===== src/rtl/ser_wr_rx_pkg.sv =====
package ser_wr_rx_pkg;

    typedef enum logic [1:0] {
        ST_IDLE  = 2'd0,
        ST_FLAG  = 2'd1,
        ST_SHIFT = 2'd2
    } rx_state_e;

endpackage


===== src/rtl/ser_wr_sync.sv =====
module ser_wr_sync #(
    parameter int             WIDTH   = 4,
    parameter int             STAGES  = 2,
    parameter logic [WIDTH-1:0] RST_VAL = '0
) (
    input  logic             clk,
    input  logic             rst_n,
    input  logic [WIDTH-1:0] din,
    output logic [WIDTH-1:0] dout
);

    logic [WIDTH-1:0] stg_q [STAGES];

    always_ff @(posedge clk or negedge rst_n) begin
        if (!rst_n) begin
            for (int i = 0; i < STAGES; i++) begin
                stg_q[i] <= RST_VAL;
            end
        end else begin
            stg_q[0] <= din;
            for (int i = 1; i < STAGES; i++) begin
                stg_q[i] <= stg_q[i-1];
            end
        end
    end

    assign dout = stg_q[STAGES-1];

endmodule


===== src/rtl/ser_wr_deframer.sv =====
module ser_wr_deframer
    import ser_wr_rx_pkg::*;
#(
    parameter int DATA_W = 8
) (
    input  logic              clk,
    input  logic              rst_n,
    input  logic              mode_inband,
    input  logic              sel_act,
    input  logic              bit_rise,
    input  logic              bit_val,
    input  logic              dc_val,
    output logic              rx_vld,
    output logic [DATA_W-1:0] rx_byte,
    output logic              rx_is_data
);

    localparam int CNT_W = (DATA_W > 1) ? $clog2(DATA_W) : 1;
    localparam logic [CNT_W-1:0] LAST_IDX = CNT_W'(DATA_W - 1);

    rx_state_e         state_q, state_d;
    logic [DATA_W-1:0] shreg_q;
    logic [CNT_W-1:0]  cnt_q;
    logic              flag_q;
    logic              last_bit;
    logic [DATA_W-1:0] shifted;

    assign last_bit = (cnt_q == LAST_IDX);
    assign shifted  = {shreg_q[DATA_W-2:0], bit_val};

    always_comb begin
        state_d = state_q;
        unique case (state_q)
            ST_IDLE: begin
                if (sel_act) begin
                    state_d = mode_inband ? ST_FLAG : ST_SHIFT;
                end
            end
            ST_FLAG: begin
                if (!sel_act) begin
                    state_d = ST_IDLE;
                end else if (bit_rise) begin
                    state_d = ST_SHIFT;
                end
            end
            ST_SHIFT: begin
                if (!sel_act) begin
                    state_d = ST_IDLE;
                end else if (bit_rise && last_bit) begin
                    state_d = mode_inband ? ST_FLAG : ST_SHIFT;
                end
            end
            default: state_d = ST_IDLE;
        endcase
    end

    always_ff @(posedge clk or negedge rst_n) begin
        if (!rst_n) begin
            state_q <= ST_IDLE;
        end else begin
            state_q <= state_d;
        end
    end

    always_ff @(posedge clk or negedge rst_n) begin
        if (!rst_n) begin
            shreg_q    <= '0;
            cnt_q      <= '0;
            flag_q     <= 1'b0;
            rx_vld     <= 1'b0;
            rx_byte    <= '0;
            rx_is_data <= 1'b0;
        end else begin
            rx_vld <= 1'b0;
            if (!sel_act || state_q == ST_IDLE) begin
                shreg_q <= '0;
                cnt_q   <= '0;
            end else if (bit_rise) begin
                if (state_q == ST_FLAG) begin
                    flag_q <= bit_val;
                    cnt_q  <= '0;
                end else begin
                    shreg_q <= shifted;
                    if (last_bit) begin
                        cnt_q      <= '0;
                        rx_vld     <= 1'b1;
                        rx_byte    <= shifted;
                        rx_is_data <= mode_inband ? flag_q : dc_val;
                    end else begin
                        cnt_q <= cnt_q + 1'b1;
                    end
                end
            end
        end
    end

endmodule


===== src/rtl/ser_wr_rx.sv =====
module ser_wr_rx
    import ser_wr_rx_pkg::*;
#(
    parameter int DATA_W      = 8,
    parameter int SYNC_STAGES = 2
) (
    input  logic              clk,
    input  logic              rst_n,
    input  logic              mode_inband,
    input  logic              sclk,
    input  logic              sdin,
    input  logic              cs_n,
    input  logic              dc_pin,
    output logic              rx_vld,
    output logic [DATA_W-1:0] rx_byte,
    output logic              rx_is_data
);

    localparam int PINS = 4;

    logic [PINS-1:0] pins_raw, pins_s;
    logic            sclk_s, sdin_s, cs_s, dc_s;
    logic            sclk_prev_q;
    logic            sclk_rise;

    assign pins_raw = {dc_pin, cs_n, sdin, sclk};

    ser_wr_sync #(
        .WIDTH  (PINS),
        .STAGES (SYNC_STAGES),
        .RST_VAL(4'b0100)
    ) u_sync (
        .clk  (clk),
        .rst_n(rst_n),
        .din  (pins_raw),
        .dout (pins_s)
    );

    assign {dc_s, cs_s, sdin_s, sclk_s} = pins_s;

    always_ff @(posedge clk or negedge rst_n) begin
        if (!rst_n) begin
            sclk_prev_q <= 1'b0;
        end else begin
            sclk_prev_q <= sclk_s;
        end
    end

    assign sclk_rise = sclk_s & ~sclk_prev_q;

    ser_wr_deframer #(
        .DATA_W(DATA_W)
    ) u_deframer (
        .clk        (clk),
        .rst_n      (rst_n),
        .mode_inband(mode_inband),
        .sel_act    (~cs_s),
        .bit_rise   (sclk_rise),
        .bit_val    (sdin_s),
        .dc_val     (dc_s),
        .rx_vld     (rx_vld),
        .rx_byte    (rx_byte),
        .rx_is_data (rx_is_data)
    );

endmodule


===== config.mk =====
export PLATFORM = sky130hd
export DESIGN_NAME = ser_wr_rx
export DESIGN_NICKNAME = d
export VERILOG_FILES = /design/src/rtl/ser_wr_rx_pkg.sv /design/src/rtl/ser_wr_sync.sv /design/src/rtl/ser_wr_deframer.sv /design/src/rtl/ser_wr_rx.sv
export SDC_FILE = /design/constraint.sdc
export NUM_CORES = 1
export LEC_CHECK = 0
export BUFFER_PORTS_ARGS = -buffer_cell sky130_fd_sc_hd__buf_2
export CAP_MARGIN = 5
export CORE_MARGIN = 2
export CORE_UTILIZATION = 55
export CTS_CLUSTER_DIAMETER = 40
export DETAILED_ROUTE_END_ITERATION = 10
export PLACE_DENSITY = 0.76
export SKIP_CTS_REPAIR_TIMING = 1
export SLEW_MARGIN = 20
export SYNTH_ARGS = -nofsm -noshare
export SYNTH_HDL_FRONTEND = slang
export SYNTH_SLANG_ARGS = --single-unit

===== constraint.sdc =====
create_clock -name clk -period 4.23 [get_ports clk]
set_clock_uncertainty 0.15 [all_clocks]
set_input_delay 0.846 -clock clk [delete_from_list [all_inputs] [get_ports clk]]
set_output_delay 0.846 -clock clk [all_outputs]
set_load 0.005 [all_outputs]

==> metrics.md <==
| Metric | Value |
|---|---|
| Outcome | `completed` |
| CP Cell Sequence | `ha_1, ha_1, nand3b_4, nor3_4, mux2_2` |
| Most frequent cells after synthesis | `dfrtp_1 (30), mux2_2 (12), inv_1 (8), nand4_1 (8), o21ai_0 (8)` |
| Setup CP Type | `reg2reg` |
| GRT overflow | `0` |
| Core area | `0.00219 mm²` |
| Clock Sinks | `32` |
| Setup TNS | `0 ps` |
| Register area | `roughly 800 µm²` |
| Initial antenna violation count | `0` |
| Port Buffers | `16` |
| Multi-input logic area | `402 µm²` |
| Number of detailed-route iterations in the first pass | `4` |
| Global-route wire length before repair | `3.28 mm` |
| Top_reg_cell synth | `dfrtp_1` |
| Post-layout minimum cycle time | `1970 ps` |
| Pins Over Slew Limit | `0` |
| Top Metal Used | `met4` |
| ANT cells | `0` |
| Chip width | `51.9 µm` |
| Root buffer cell | `clkbuf_4` |
| Share of the synthesized area in the top cell type | `about three fifths` |
| RSZ-0062 raised after global routing | `false` |
| Synth Register Bits | `32` |
| Fill cells | `approximately 180` |
| Critical Path Stages | `5` |
| Num CTS Buffers | `5` |
| Reg-to-reg startpoint | `u_deframer.cnt_q[0]` |
| Max Cap Viol | `0` |
| Overall power | `0.516 mW` |
| Max_slew headroom | `between 50 and 60%` |
| Critical path's slowest cell | `nor3_4` |
| Final WL | `1.90 mm` |
| Comb power frac | `roughly 5.5%` |
| Syn Nets | `104` |
| Post-Synthesis Cells | `95` |
| Starting density of the core | `57.5%` |
| HPWL after DPL | `1.30 mm` |
| CTS tree | `done` |
| CTS max path bufs | `2` |
| Via-per-instance ratio | `5.50` |
| Worst-Skew Late Latency | `340 ps` |
| Post-Place Cells | `135` |
| Number of distinct library cells after synthesis | `27` |
| DR WL met3 | `131 µm` |
| Worst hold path type | `reg2reg` |
| CP bufs+invs | `0` |
| Placed cell areas | `between 0.001 and 0.0015 mm²` |
| Post-synth top area cell | `dfrtp_1` |
| Psw | `0.125 mW` |
| Worst EP required | `about 4300 ps` |
| Vias | `786` |
| Part of the power in registers | `62.9%` |
| Wire length on met2 | `887 µm` |
| Number of global-route vias before repair | `720` |
| Pwr dens | `between 300 and 400 mW/mm²` |
| Worst Path Arrival | `2040 ps` |
| Clock power frac | `31.7%` |
| Min-delay src | `u_sync.stg_q[7]` |
| IO Pins | `17` |
| Final Net Count | `about 120` |
| Largest net degree at the start of global routing | `33` |
| Lkg Pwr | `roughly 0.69 nW` |
| Mean post-synth cell area | `13.3 µm²` |
| Yosys warns | `0` |
| Worst hold slack | `208 ps` |
| Fmax | `slightly above 500 MHz` |
| Most frequent CP cell | `ha_1` |
| Fin cells | `143` |
| Internal | `0.391 mW` |
| Fin area | `roughly 0.0014 mm²` |
| Setup violations, final | `0` |
| CP startpoint kind | `register` |
| Area Growth Syn to Fin | `11.4%` |
| Seq/Total Area, Yosys | `between 60% and 70%` |
| CP max FO | `10` |
| GRT Total Usage | `17.9%` |
| Critical path's top delay family | `simple AND/OR/NAND/NOR gates` |
| Crit-path max cell delay | `between 300 and 400 ps` |
| Rows | `17` |
| Top cells by area, synth | `dfrtp_1 (60%), mux2_2 (11%), dfstp_2 (4.2%)` |
| Layout cells sized above 1 | `35.7%` |
| Die height | `51.9 µm` |
| Crit path to | `u_deframer.rx_is_data` |
| Routed Antenna Nets | `0` |
| Maximum vdd drop | `263 µV` |
| Mapped cell area | `0.00126 mm²` |
| Met1 Routed Length | `~840 µm` |
| RR Endpoint | `u_deframer.rx_is_data` |
| GP Congestion | `roughly 0.84` |
| CP startpoint | `u_deframer.cnt_q[0]` |
| Fin crit share | `46.6%` |
| FF-to-FF setup slack | `2260 ps` |
| Worst-Margin Slew | `655 ps` |
| Average wire per standard cell | `13.3 µm` |
| Fin. Hold Viols | `0` |
| Post-route DRC | `0` |
| First DRT Iteration DRCs | `5` |
| Count leader, synth | `dfrtp_1` |
| EDFF count, synth | `0` |
| Worst setup EP type | `register` |
| Clk slew on worst S/H paths | `about 90 ps` |
| Die area | `0.00269 mm²` |
| H-tree depth | `2` |
| Switch share | `~24%` |
| Cells on worst reg2reg path | `5` |
| FFs w/ async S/R, synth | `100%` |
==> how the worst min path moves through the flow <==
stage | depth (start not counted) | endpoint | slack, ps
3_5_place_dp | 0 | u_sync.dout[1] | 190
6_report | 0 | u_sync.dout[3] | 210
3_3_place_gp | 0 | u_sync.dout[0] | 180
5_1_grt | 0 | u_sync.dout[2] | 220
4_1_cts | 0 | u_sync.dout[3] | 210
2_1_floorplan | 0 | u_sync.dout[0] | 180
==> per-layer routing <==
layer	GRT usage [%]	up-vias
met2	24.9	19
met1	22.9	385
met4	7.89	0
met5	0	-
li1	-	377
met3	9.77	5
==> placed cells by master, fill, tap and decap left out, types with 2 or more instances in the layout <==
cell type   n
o21ai_0     8
nand3_1     3
dfrtp_1    30
mux2_2     12
nand4_1     8
a21oi_1     2
dfstp_2     2
o211ai_1    2
clkbuf_1    2
inv_1       8
clkbuf_4    5
ha_1        2
buf_2      16
==> registers in the layout (all words and copies together), names as in the netlist <==
signal and count:
sclk_prev_q 1, u_deframer.cnt_q 3, u_deframer.flag_q 1, u_deframer.rx_byte 8, u_deframer.rx_is_data 1, u_deframer.rx_vld 1
u_deframer.shreg_q 7, u_deframer.state_q 2, u_sync.dout 4, u_sync.stg_q 4
==> area by class of cell <==
cell class | instances | area share (%)
tap | 28 | 2.50
multi-input combinational | 50 | 28.6
inverter | 9 | 2.41
clock buffer | 7 | 3.21
timing repair buffer | 16 | 5.70
sequential | 32 | 57.2
clock inverter | 1 | 0.357
==> cell families after synthesis <==
group                    Yosys count  synth area share [%]
AND/OR/NAND/NOR                   21                  12.3
adder cells (fa/ha/maj)            2                  1.99
multiplexers                      12                  10.7
flip-flops                        32                  63.8
buffers and inverters             13                  4.37
AO/OA/AOI/OAI                     15                  6.85
==> through the flow <==
stage,utilization (%),worst slack (ps)
finish,64.1,2260
global route,64.1,2100
CTS,64.1,2230
detailed placement,61.8,2250
global placement,61.8,2330
floorplan,-,2480
==> power groups by stage <==
stage / sequential, mW / combinational [mW] / clock (mW)
floorplan: 0.326 / 0.0215 / 0
global placement: 0.330 / 0.0283 / 0
detailed placement: 0.331 / 0.0288 / 0
CTS: 0.325 / 0.0290 / 0.167
global route: 0.327 / 0.0321 / 0.180
finish: 0.325 / 0.0282 / 0.163
Power figures use the tool's default switching activity.
